`src/rtl/irq_dispatch.sv`:
```
module irq_dispatch #(
  parameter int N        = 4,
  parameter int LAT_CYC  = 1000,
  parameter int RUN_CYC  = 5000,
  parameter bit USE_DONE = 1'b0
) (
  input  logic         clk,
  input  logic         rst,
  input  logic [N-1:0] irq,
  input  logic [N-1:0] task_done,
  output logic [N-1:0] task_trig,
  output logic [N-1:0] task_busy
);
  localparam int IW   = (N > 1) ? $clog2(N) : 1;
  localparam int MAXC = (LAT_CYC > RUN_CYC) ? LAT_CYC : RUN_CYC;
  localparam int CW   = $clog2(MAXC + 1);

  typedef enum logic [1:0] {S_IDLE, S_WAIT, S_RUN} state_t;

  state_t         st;
  logic [N-1:0]   pend;
  logic [IW-1:0]  cur, sel;
  logic [CW-1:0]  cnt;
  logic           hit, run_end;
  logic [N-1:0]   grant, cur_oh;

  always_comb begin
    sel = '0;
    for (int i = N - 1; i >= 0; i--)
      if (pend[i]) sel = IW'(i);
  end

  assign hit     = |pend;
  assign grant   = (st == S_IDLE && hit) ? (N'(1) << sel) : '0;
  assign cur_oh  = N'(1) << cur;
  assign run_end = USE_DONE ? task_done[cur] : (cnt == '0);
  assign task_busy = (st == S_RUN) ? cur_oh : '0;

  always_ff @(posedge clk) begin
    if (rst) begin
      pend      <= '0;
      st        <= S_IDLE;
      cur       <= '0;
      cnt       <= '0;
      task_trig <= '0;
    end else begin
      pend      <= (pend | irq) & ~grant;
      task_trig <= '0;
      case (st)
        S_IDLE: if (hit) begin
          cur <= sel;
          cnt <= CW'(LAT_CYC - 1);
          st  <= S_WAIT;
        end
        S_WAIT: if (cnt == '0) begin
          cnt       <= CW'(RUN_CYC - 1);
          task_trig <= cur_oh;
          st        <= S_RUN;
        end else begin
          cnt <= cnt - 1'b1;
        end
        S_RUN: if (run_end) begin
          st <= S_IDLE;
        end else if (cnt != '0) begin
          cnt <= cnt - 1'b1;
        end
        default: st <= S_IDLE;
      endcase
    end
  end
endmodule

```
`config.mk`:
```
export PLATFORM = sky130hd
export DESIGN_NAME = irq_dispatch
export DESIGN_NICKNAME = d
export VERILOG_FILES = /design/src/rtl/irq_dispatch.sv
export SDC_FILE = /design/constraint.sdc
export NUM_CORES = 1
export LEC_CHECK = 0
export BUFFER_PORTS_ARGS = -buffer_cell sky130_fd_sc_hd__buf_2
export CAP_MARGIN = 20
export CORE_MARGIN = 3
export CORE_UTILIZATION = 55
export DETAILED_ROUTE_END_ITERATION = 12
export PLACE_DENSITY = 0.76
export RECOVER_POWER = 100
export SETUP_SLACK_MARGIN = 0.4
export SLEW_MARGIN = 25
export SYNTH_ARGS = -nofsm -noshare
export SYNTH_HDL_FRONTEND = slang
export SYNTH_SLANG_ARGS = --single-unit
```
`constraint.sdc`:
```
create_clock -name clk -period 2.3 [get_ports clk]
set_input_delay 0.23 -clock clk [delete_from_list [all_inputs] [get_ports clk]]
set_output_delay 0.23 -clock clk [all_outputs]
set_load 0.05 [all_outputs]
```
; ---- Yosys cells after proc, flatten, opt, wreduce, memory -nomap -nowiden
; Index checks and enable logic that the tools add are counted.
[op_classes]
addsub = 1
n_eq_ne = 7
n_shift = 2
mux = 15
bitwise = 5
reduce_logical = 10
[ops]
columns = cell, n
row1 = 13-bit 2-to-1 mux, 4
row2 = 13-bit case mux with 3 select lines, 1
row3 = 2-bit 2-to-1 mux, 7
row4 = 13-bit zero test, 1
row5 = 13-bit nonzero test, 1
row6 = 13-bit by 1-bit subtractor with 13-bit output (second input constant), 1
row7 = 4-bit 2-to-1 mux, 2
row8 = 2-bit != test (second input constant), 4
row9 = 1-bit by 2-bit left shift with 4-bit output (first input constant), 2
row10 = 2-bit case mux with 3 select lines, 1
row11 = 4-bit bitwise AND, 1
row12 = 4-bit NOT, 1
row13 = 4-bit bitwise OR, 1
row14 = 4-bit AND reduction, 1
row15 = 4-bit OR reduction, 1
row16 = 3-bit AND reduction, 1
row17 = 3-bit nonzero test, 1
row18 = 3-bit OR reduction, 1
row19 = 2-bit by 1-bit == test with 1-bit output (second input constant), 1
row20 = 2-bit == test (second input constant), 1
row21 = 2-bit zero test, 1
row22 = 2-bit by 1-bit != test with 1-bit output (second input constant), 1
row23 = 1-bit NOT, 2
row24 = 2-bit AND reduction, 1
row25 = 1-bit logical AND, 1
[word_totals]
reg_bits = 25
inputBits = 10
output_inout_bits = 8
elab_cells = 45

; ---- Longest topological paths before layout
; Gate-level depths: netlist of run 1.
[depth]
ltp_word = 8
ltp_mapped = 8
ltp_nobuf = 6

; ---- Worst setup path before layout of run 1
; No wires, ideal clock.
[synth_path]
path_kind = register to register
startpoint = register cnt[0]
endpoint = register cnt[10]
setup_time_ns = 0.120
arrival_ns = 1.875
required_ns = 2.180
setup_slack_ns = 0.305
path_stages_with_launch = 7
path_buffers = 0
synth_period_minus_slack_ns = 1.995
cell_sequence = dfxtp_1 > inv_1 > ha_1 > or4b_4 > nor4_4 > and4b_1 > a211o_1
[synth_between]
elab_chain_len = 4
elab_cells_between_ends = 10
cone_classes = add/sub (1) / eq/ne (2) / mux (4) / reduce/logical (3)
[synth_rtl]
columns = element, line_no
row1 = "start, declared", 23  ; logic [CW-1:0] cnt;
row2 = "start signal, assigned", 52  ; cnt <= CW'(LAT_CYC - 1);
row3 = "start signal, assigned", 56  ; cnt <= CW'(RUN_CYC - 1);
row4 = "start signal, assigned", 60  ; cnt <= cnt - 1'b1;
row5 = 13-bit by 1-bit subtractor with 13-bit output, "60, 65"
row6 = 13-bit 2-to-1 mux, 64  ; end else if (cnt != '0) begin
row7 = 13-bit 2-to-1 mux, 62  ; S_RUN: if (run_end) begin
row8 = 13-bit case mux with 3 select lines, 49  ; case (st)
; Parallel ways exist; a longest one is shown, timed or not. The select of a mux whose other input is x is not followed.
; A chain may end at the register's enable or synchronous reset.

; ---- Worst setup path after layout of run 1
[layout_path]
startpoint = register cnt[0]
endpoint = register cnt[11]
; Same word-level chain as after synthesis.

==> results of run 1 <==
[synth_stat cells (all sizes together), types with 2 or more instances]
library cell,instances
or4,3
nor4,11
a211o,3
nand2,5
or2,2
a21oi,13
a211oi,3
nand4,4
a311oi,3
and3,5
o311ai,3
and4,2
or4b,2
a41oi,2
o21ai,4
a31oi,2
inv,14
nor3b,3
nor2,16
a2111oi,2
clkbuf,6
a221oi,3
o211ai,2
nand3,7
ha,6
buf,3
o31ai,5
nor3,9
or3,2
dfxtp,25
[routing by layer]
metal / global-route usage / up-vias / share of wire
met4: 0.152 / 0 / 0.036
met2: 0.391 / 103 / 0.45
met1: 0.332 / 756 / 0.42
met3: 0.0592 / 22 / 0.094
li1: - / 770 / -
met5: 0 / - / 0
[cells by family after synthesis]
family | share of synthesized area
compound gates | 0.252
fa+ha+maj | 0.0491
buf+inv | 0.0630
flops | 0.327
simple gates | 0.309
[worst register-to-register path, cell delays in order, from the launching register on]
cell      delay [ns]
dfxtp_4         0.38
inv_4           0.07
ha_4            0.12
buf_4           0.10
nor4b_4         0.17
clkbuf_1        0.30
nand4_1         0.31
a21oi_2         0.36
a211o_1         0.18
[metrics by stage]
stage / setup WS (ns) / instance area [sq um] / std cells / hold slack [ns] / util
floorplan: 0.419 / 1530 / 180 / 0.373 / -
global placement: 0.207 / 1680 / 226 / 0.464 / 0.654
detailed placement: 0.148 / 1680 / 226 / 0.474 / 0.654
CTS: 0.335 / 1840 / 240 / 0.138 / 0.717
global route: 0.121 / 1920 / 243 / 0.144 / 0.749
finish: 0.262 / 1920 / 243 / 0.142 / 0.749
[layout make-up]
type / count / area [sq um]
Timing Repair Buffer: 38 / 260
Sequential cell: 25 / 508
Clock buffer: 3 / 22.5
Multi-Input combinational cell: 132 / 1030
Inverter: 14 / 55.1
Fill cell: 192 / 644
Tap cell: 30 / 37.5
Clock inverter: 1 / 7.51
[worst max-delay path by stage]
stage	slack, ns	to	cells past startpoint	from
finish	0.26	cnt[11]	8	cnt[0]
global route	0.12	cnt[11]	8	cnt[1]
CTS	0.33	cnt[10]	6	cnt[0]
detailed placement	0.15	cnt[9]	6	st[0]
global placement	0.21	cnt[10]	6	st[1]
floorplan	0.42	cnt[0]	6	st[1]
[registers in the layout, summed over array words and instances, names as in the netlist]
register / count
cnt: 13
pend: 4
task_trig: 4
cur: 2
st: 2
[report_power, final]
group | internal [mW] | switching, mW
Sequential | 0.505 | 0.0975
Clock | 0.0666 | 0.145
Combinational | 0.419 | 0.518
[timing repair]
item,CTS,global route
resized for setup,19,28
pin swaps,6,4
gates cloned,0,0
setup buffers,10,3
setup endpoints to repair,13,22
==> results.md, run 1 <==
- Hold Path Class: in -> reg
- Overall power after layout: 1.75 mW
- Number of search-and-repair iterations in the first detailed-routing pass: 6
- Worst path buffer plus inverter count: 3
- Post-route setup TNS: 0 ns
- Worst reg2reg path startpoint: cnt[0]
- Cells on worst reg2reg path: 8
- Initial drt markers: 116
- Routed wire per std cell: 18.0 um
- Via total after detailed routing: 1651
- Site row count: 18
- Largest incremental delay on the critical path: 0.38 ns
- Count of unresolved DRC violations after routing: 0
- Transition time of the tightest slew-check pin: 0.598 ns
- Cell with the largest stage delay on the worst path: dfxtp_4
- Status: finished clean
- Number of top-level pins: 18
- Post-Synthesis Mean Instance Area: 8.49 sq um
- Maximum fanout count along the critical path: 6
- Cell breakdown of the critical path: inv_4 -> ha_4 -> buf_4 -> nor4b_4 -> clkbuf_1 -> nand4_1 -> a21oi_2 -> a211o_1
- Worst Setup End Kind: flip-flop
- Worst slew margin relative to its limit: 0.603
- Portion of the post-synthesis area used by sequential elements: 0.327
- Effective utilization at floorplan: 0.596
- Worst hold endpoint: pend[0]
- Post-route antenna net violation count: 0
- Synthesis-to-layout area growth: 25.8%
- CTS Sinks: 25
- Number of distinct library cell variants in the gate-level netlist after synthesis: 44
- Arr. time, crit path: 2.32 ns
- CTS clk-pin slew, worst paths: about 0.15 ns
- Via density per instance: 6.79
- Most used cells in the layout excluding fill and tap cells: 21 x dfxtp_1, 18 x buf_4, 13 x nor2_1, 11 x inv_1, 11 x a21oi_1
- Hold Vio Cnt, Final: 0
- Die Area: 3450 sq um
- Number of global-route vias before repair: 1511
- Maximum vdd drop: roughly 0.75 mV
- Total congestion overflow after global routing: 0
- Cell taking the most area after synthesis: dfxtp_1
- Number of antenna violations at the first check in global routing: 0
- Post-DP HPWL: 2.77 mm
- Maximum achievable frequency: ~500 MHz
- Die outline height: around 60 um
- Die span in x: 58.7 um
- Unrepaired setup endpoints after global routing: true
- R2R Path End: cnt[11]
- Number of max-cap violations: 0
- Overall fraction of global-route tracks in use: 0.258
- Pin count of the biggest net entering global routing: 17
- Async SR Flop Fraction: 0
- Worst path required time: 2.58 ns
- Cell types with the largest area share after synthesis: dfxtp_1 33%, ha_1 4.9%, a21oi_1 4.3%
- Area share of the largest cell type after synthesis: 0.327
- Number of endpoints failing setup at the final stage: 0
- Min-delay src: irq[0]
- Post-synth EDFFs: 0
- Synthesized instance count: 180
- Power density normalized to cell area: 911 nW/um^2
- Post-Synthesis Net Count: 196
- TritonCTS buffer count: 3
- Most common library cell in the layout ignoring fill and taps: dfxtp_1
- Antenna cell count: 0
- Final worst-path cycle share: 0.886
- Yosys warnings: 0
- IO buf count: 13
- LEAKAGE: 0.756 nW
- Crit path launch type: flip-flop
- Predominant post-synthesis flop cell: dfxtp_1
- Final Max Slew Viols: 0
- Max H-tree Level: 1
- #FFs+latches synth: 25
- Library cell used as clock root buffer: clkbuf_4
- Number of cells on the worst hold path: 3
- Layout cells sized above 1: 0.310
- Global-route wire length before repair: 6.84 mm
- CTS tree: built
- Delay-heaviest family, CP: compound AO/OA/AOI/OAI gates
- Worst-case clock buffer depth: 2
- Tmin final: 2.04 ns
- Worst skew pair latency: 0.33 ns
- Netlist Area Pre-Place: 1530 sq um
- Placeable core region: 2570 sq um
- Worst setup skew after layout: between 0.01 and 0.015 ns
- Routability congestion estimate from global placement: slightly above 0.9
- Flop2flop setup slack: 0.26 ns
- Type of the setup path with the least slack: reg -> reg
- Post-CTS Hold Fix Bufs: 0
- Wire length after detailed routing: 4.37 mm
- Final net count: 230
No activity file was read; power rests on OpenSTA's default activity.
==> run 2, diff against run 1 <==
--- a/config.mk
+++ b/config.mk
@@ -10,7 +10,7 @@
 export CORE_MARGIN = 3
 export CORE_UTILIZATION = 55
 export DETAILED_ROUTE_END_ITERATION = 12
-export PLACE_DENSITY = 0.76
+export PLACE_DENSITY_LB_ADDON = 0.2
 export RECOVER_POWER = 100
 export SETUP_SLACK_MARGIN = 0.4
 export SLEW_MARGIN = 25
==> run 2 against run 1 <==
Cell area decreased by 1.9%. Clock power decreased by 5%. Flip-flop and latch count unchanged. Register-to-register slack improved by 0.04 ns. Global-route usage increased by 2.0 points. Clock skew decreased by 0.0085 ns. Critical path depth decreased by 2. Via count increased by 1.6%. Count of clock-buffer cells in the layout unchanged. Hold slack got worse by 0.010 ns. Critical path type is now reg -> out. Critical endpoint is now task_busy[3].
==> results.md, run 2 (synthesized netlist as in run 1, its figures left out) <==
- Status: finished clean
- Final worst-path cycle share: 0.898
- Final cell count without fillers: around 240
- Worst path buffer plus inverter count: 3
- Synthesis-to-layout area growth: 23.4%
- CTS Sinks: 25
- Effective utilization at floorplan: 0.596
- Pin count of the biggest net entering global routing: 18
- Cell breakdown of the critical path: inv_1 -> ha_1 -> buf_6 -> nand2_1 -> nor2_1 -> clkbuf_1
- Top Registers: cnt (13), pend (4), task_trig (4)
- Number of antenna violations at the first check in global routing: 0
- Post-route antenna net violation count: 0
- Most used cells in the layout excluding fill and tap cells: 23 x dfxtp_1, 16 x buf_4, 15 x nor2_1, 12 x a21oi_1, 11 x inv_1
- Standard cell area after detailed placement: 1660 sq um
- Post-CTS Hold Fix Bufs: 0
- Number of endpoints failing setup at the final stage: 0
- Number of logic stages on the critical path including buffering: 6
- Die Area: 3450 sq um
- CTS tree: built
- Max H-tree Level: 1
- Routed wire per std cell: 19.9 um
- Post-DP HPWL: 2.95 mm
- Delay-heaviest family, CP: buffers and inverters
- Transition time of the tightest slew-check pin: 0.662 ns
- Global-route wire length before repair: 7.27 mm
- Final Max Slew Viols: 0
- IO buf count: 13
- Worst path required time: 2.07 ns
- Top register by number of flip-flops: cnt
- Final hold slack: 0.132 ns
- Worst-case clock buffer depth: 2
- Placeable core region: 2570 sq um
- Overall fraction of global-route tracks in use: 0.277
- Wire length after detailed routing: 4.75 mm
- Power density normalized to cell area: about 930 nW/um^2
- Most common library cell in the layout ignoring fill and taps: dfxtp_1
- Largest incremental delay on the critical path: approximately 0.47 ns
- Hold Path Class: in -> reg
- Launch point of the worst path: st[0]
- Tmin final: slightly above 2 ns
- Post-Route Utilization: 0.735
- Maximum fanout count along the critical path: 9
- Total congestion overflow after global routing: 0
- Min-delay src: irq[0]
- Number of top-level pins: 18
- Cells on worst reg2reg path: 7
- Library cell used as clock root buffer: clkbuf_4
- Site row count: 18
- Count of fill cells added during filler insertion: a little under 200
- Overall power after layout: 1.75 mW
- Count of unresolved DRC violations after routing: 0
- Worst-case setup slack after placement: around 0.17 ns
- CTS clk-pin slew, worst paths: 0.14 ns
- TritonCTS buffer count: 3
- Fin area: around 1900 sq um
- Via total after detailed routing: 1677
- Arr. time, crit path: between 1.5 and 2 ns
- Post-route setup TNS: 0 ns
- Maximum vdd drop: 0.687 mV
- LEAKAGE: 0.736 nW
- Number of search-and-repair iterations in the first detailed-routing pass: 5
- Via density per instance: 7.02
- Die outline height: 58.7 um
- Worst reg2reg path startpoint: st[0]
- Unrepaired setup endpoints after global routing: true
- Routability congestion estimate from global placement: approximately 0.96
- Final net count: between 200 and 250
- Number of global-route vias before repair: approximately 1500
- Worst slew margin relative to its limit: 0.554
- Antenna cell count: 0
- Worst Setup End Kind: output pin
- Number of flip-flops in the largest register: 13
- Cell with the largest stage delay on the worst path: clkbuf_1
- Worst setup skew after layout: 0.00159 ns
- Initial drt markers: 108
- Hold Vio Cnt, Final: 0
- Number of cells on the worst hold path: 3
- Crit path launch type: flip-flop
- Number of max-cap violations: 0
- Type of the setup path with the least slack: reg -> out
- Maximum achievable frequency: 484 MHz
- Cell Count Post-Placement: between 200 and 250
- Final WS setup: 0.235 ns
- Layout cells sized above 1: 0.292
- Die span in x: 58.7 um
- Worst skew pair latency: 0.32 ns
run 2: cell type report:
type                       count  area [sq um]  share of cell area
multi-input combinational    132          1040               0.551
clock buffer                   3          22.5              0.0119
tap                           30          37.5              0.0199
clock inverter                 1          5.00             0.00265
inverter                      14          55.1              0.0292
timing repair buffer          34           221               0.117
sequential                    25           505               0.268
run 2: layer usage:
metal  track usage  wire (um)  vias up
met5             0          0        -
met4         0.142        183        0
met3        0.0395        510       24
met2         0.420       2190      108
met1         0.381       1870      780
li1              -          -      765
run 2: report_power, final:
part / switching (mW) / internal, mW / leakage (nW) / total [mW]
Sequential: 0.105 / 0.504 / 0.207 / 0.609
Clock: 0.136 / 0.0652 / 0.0177 / 0.201
Combinational: 0.535 / 0.407 / 0.511 / 0.942
run 2: final timing paths:
path	end	slack [ns]
worst max-delay path	task_busy[3]	0.24
worst max register to register	cnt[7]	0.30
worst min-delay path	pend[0]	0.13
worst min register to register	task_trig[0]	0.53
run 2: timing repair:
item / 4_1_cts / 5_1_grt
pin swaps: 9 / 4
gates resized for setup: 25 / 18
endpoints found under the setup margin: 19 / 22
setup buffers: 10 / 1
run 2: tightest hold or removal path, cell delays in order:
cell and delay (ns):
buf_2 0.07, a21oi_1 0.05, nor2_1 0.07
==> run 3, diff against run 2 <==
--- a/config.mk
+++ b/config.mk
@@ -10,6 +10,7 @@
 export CORE_MARGIN = 3
 export CORE_UTILIZATION = 55
 export DETAILED_ROUTE_END_ITERATION = 12
+export HOLD_SLACK_MARGIN = 0.15
 export PLACE_DENSITY_LB_ADDON = 0.2
 export RECOVER_POWER = 100
 export SETUP_SLACK_MARGIN = 0.4
==> constraint.sdc (replaced) <==
create_clock -name clk -period 2 [get_ports clk]
set_input_delay 0.2 -clock clk [delete_from_list [all_inputs] [get_ports clk]]
set_output_delay 0.2 -clock clk [all_outputs]
set_load 0.05 [all_outputs]
==> run 3 against run 2 <==
The run now fails in global routing. Synthesized cell count stayed put. Synthesized area is the same.
==> results.md, run 3 <==
- Status: stopped before the end
- Stage where the flow stopped: global routing
- First logged error message: [ERROR DPL-0038] Utilization greater than 100%, impossible to legalize
- Standard cell area after detailed placement: 1840 sq um
- Netlist Area Pre-Place: 1530 sq um
- #FFs+latches synth: 25
- Worst endpoint type: register data pin
- GR repair worst EP: cnt[2]$_SDFFE_PP0P_/D
- Cell types with the largest area share after synthesis: dfxtp_1 33%, ha_1 4.9%, a21oi_1 4.3%
- Worst-case setup slack after placement: -0.0154 ns
- Post-synth EDFFs: 0
- Top cell types by occurrence after synthesis: 25 x dfxtp_1, 16 x nor2_1, 14 x inv_1
- Worst-case clock buffer depth: 2
- Synthesized instance count: 180
- Pin count of the biggest net entering global routing: 18
- Die outline height: approximately 60 um
- IO buf count: 13
- CTS Sinks: 25
- Post-Synthesis Mean Instance Area: 8.49 sq um
- Yosys warnings: 0
- Effective utilization at floorplan: 0.596
- Routability congestion estimate from global placement: roughly 0.9
- TritonCTS buffer count: 3
- Number of top-level pins: 18
- Async SR Flop Fraction: 0
- Number of distinct library cell variants in the gate-level netlist after synthesis: 44
- Most instantiated library cell after synthesis: dfxtp_1
- Post-DP HPWL: between 3 and 4 mm
- Die span in x: 58.7 um
- Area share of the largest cell type after synthesis: 0.327
- Post-Synthesis Net Count: 196
- Max H-tree Level: 1
- Predominant post-synthesis flop cell: dfxtp_1
- Library cell used as clock root buffer: clkbuf_4
- Portion of the post-synthesis area used by sequential elements: 0.327
- Site row count: 18
- Cell taking the most area after synthesis: dfxtp_1
## run 3: cell counts after synthesis
Identical to the previous run, type by type.
## run 3: metrics by stage
step | std cells | hold WS (ns) | setup TNS, ns
3_3_place_gp | 234 | 0.433 | 0
3_5_place_dp | 234 | 0.443 | -0.0154
2_1_floorplan | 180 | 0.343 | 0
4_1_cts | 266 | 0.274 | 0
## run 3: cell families after synthesis
family                   count (synthesis)  synth area share
AO/OA/AOI/OAI                           51             0.252
buffers and inverters                   23            0.0630
AND/OR/NAND/NOR                         75             0.309
flip-flops                              25             0.327
adder cells (fa/ha/maj)                  6            0.0491
## run 3: timing repair
action | 4_1_cts
hold buffers | 4
endpoints found under the setup margin | 23
gates cloned | 0
setup buffers | 24
gates resized for setup | 54
hold endpoints to repair | 4
pin swaps | 24
==> run 4, diff against run 3 <==
--- a/config.mk
+++ b/config.mk
@@ -8,12 +8,10 @@
 export BUFFER_PORTS_ARGS = -buffer_cell sky130_fd_sc_hd__buf_2
 export CAP_MARGIN = 20
 export CORE_MARGIN = 3
-export CORE_UTILIZATION = 55
+export CORE_UTILIZATION = 40
 export DETAILED_ROUTE_END_ITERATION = 12
-export HOLD_SLACK_MARGIN = 0.15
-export PLACE_DENSITY_LB_ADDON = 0.2
+export PLACE_DENSITY_LB_ADDON = 0.15
 export RECOVER_POWER = 100
-export SETUP_SLACK_MARGIN = 0.4
 export SLEW_MARGIN = 25
 export SYNTH_ARGS = -nofsm -noshare
 export SYNTH_HDL_FRONTEND = slang
==> run 4 against run 3 <==
The run now ends clean.
==> results.md, run 4 (synthesized netlist as in run 1, its figures left out) <==
- Arr. time, crit path: ~2.1 ns
- Maximum fanout count along the critical path: 4
- Number of search-and-repair iterations in the first detailed-routing pass: 4
- CTS Sinks: 25
- Top register by number of flip-flops: cnt
- Effective utilization at floorplan: 0.438
- Layout cells sized above 1: 0.342
- Die span in x: 67.8 um
- Unrepaired setup endpoints after global routing: true
- Maximum achievable frequency: about 520 MHz
- Routed wire per std cell: between 15 and 20 um
- Overall fraction of global-route tracks in use: 0.216
- Number of top-level pins: 18
- CTS clk-pin slew, worst paths: 0.10 ns
- Synthesis-to-layout area growth: 30.7%
- Via total after detailed routing: 1655
- IO buf count: 13
- Most used cells in the layout excluding fill and tap cells: 35 x buf_4, 21 x dfxtp_1, 15 x nor2_1, 12 x a21oi_1, 11 x inv_1
- Count of unresolved DRC violations after routing: 0
- TritonCTS buffer count: 3
- Number of antenna violations at the first check in global routing: 0
- Status: finished clean
- Wire length after detailed routing: ~4.8 mm
- Number of flip-flops in the largest register: 13
- CTS tree: built
- Most common library cell in the layout ignoring fill and taps: buf_4
- Pin count of the biggest net entering global routing: 18
- Type of the setup path with the least slack: reg -> reg
- Crit path launch type: flip-flop
- LEAKAGE: 0.818 nW
- Hold Path Class: in -> reg
- Placeable core region: 3490 sq um
- Tmin final: 1.94 ns
- Post-route setup TNS: 0 ns
- Worst-case clock buffer depth: 2
- Die outline height: 67.8 um
- Worst path required time: 2.17 ns
- Post-route antenna net violation count: 0
- Top Registers: cnt (13), pend (4), task_trig (4)
- Number of endpoints failing setup at the final stage: 0
- Transition time of the tightest slew-check pin: ~0.6 ns
- Site row count: 21
- Final Max Slew Viols: 0
- Routability congestion estimate from global placement: between 0.8 and 0.9
- Power density normalized to cell area: ~1100 nW/um^2
- Worst skew pair latency: 0.27 ns
- Worst setup skew after layout: slightly below 0.005 ns
- Fin area: 2000 sq um
- Post-DP HPWL: approximately 3.3 mm
- Standard cell area after detailed placement: 1860 sq um
- Worst slew margin relative to its limit: 0.603
- Number of max-cap violations: 0
- Worst Setup End Kind: flip-flop
- Antenna cell count: 0
- Number of global-route vias before repair: about 1600
- Via density per instance: roughly 6.1
- Hold Vio Cnt, Final: 0
- Global-route wire length before repair: 7.56 mm
- Library cell used as clock root buffer: clkbuf_8
- Die Area: 4600 sq um
- Total congestion overflow after global routing: 0
- Maximum vdd drop: 0.655 mV
- Final worst-path cycle share: 0.969
- Initial drt markers: 164
- Final net count: 242
- Max H-tree Level: 1
[run 4: what timing repair did]
action	4_1_cts	5_1_grt
pin swaps	2	4
hold buffers	0	0
gates resized for setup	1	26
endpoints found under the setup margin	6	18
setup buffers	1	2
[run 4: cell type report]
cell class | count | area [sq um]
clock buffer | 3 | 41.3
timing repair buffer | 50 | 332
tap | 46 | 57.6
sequential | 25 | 505
inverter | 14 | 52.6
fill | 329 | 1500
multi-input combinational | 132 | 1000
clock inverter | 1 | 7.51
[run 4: worst paths after layout]
| path | from | end | slack (ns) | cells after the start |
|---|---|---|---|---|
| worst max-delay path | cnt[1] | cnt[11] | 0.06 | 7 |
| worst min-delay path | irq[0] | pend[0] | 0.16 | 3 |
| worst max register to register | cnt[1] | cnt[11] | 0.06 | 7 |
| worst min register to register | cur[0] | task_trig[2] | 0.50 | 1 |
[run 4: critical path, stage by stage, from the launching register on]
cell     delay, ns
dfxtp_2       0.34
inv_2         0.08
ha_4          0.13
or4b_4        0.48
nor4_4        0.36
buf_4         0.18
nor4_1        0.05
a211o_1       0.23
[run 4: routing by layer]
layer	GRT usage	routed length [um]	vias to the layer above
met4	0.0670	55	0
met2	0.345	2260	77
met1	0.279	2090	779
met5	0	0	-
li1	-	-	793
met3	0.0657	399	6
[run 4: power breakdown]
group | leakage, nW | total [mW] | switching, mW | internal (mW)
Sequential | 0.207 | 0.650 | 0.0701 | 0.580
Combinational | 0.590 | 1.19 | 0.673 | 0.517
Clock | 0.0217 | 0.315 | 0.174 | 0.141
Total | 0.818 | 2.16 | 0.917 | 1.24
[run 4: metrics by stage]
step	utilization	worst slack (ns)	instances	total power, mW	hold WS (ns)
4_1_cts	0.550	0.00506	269	2.03	0.165
5_1_grt	0.572	-0.0285	271	2.29	0.183
6_report	0.572	0.0613	271	2.16	0.165
3_3_place_gp	0.533	0.0115	264	1.66	0.434
2_1_floorplan	-	0.00508	180	1.28	0.343
3_5_place_dp	0.533	-0.0224	264	1.68	0.443
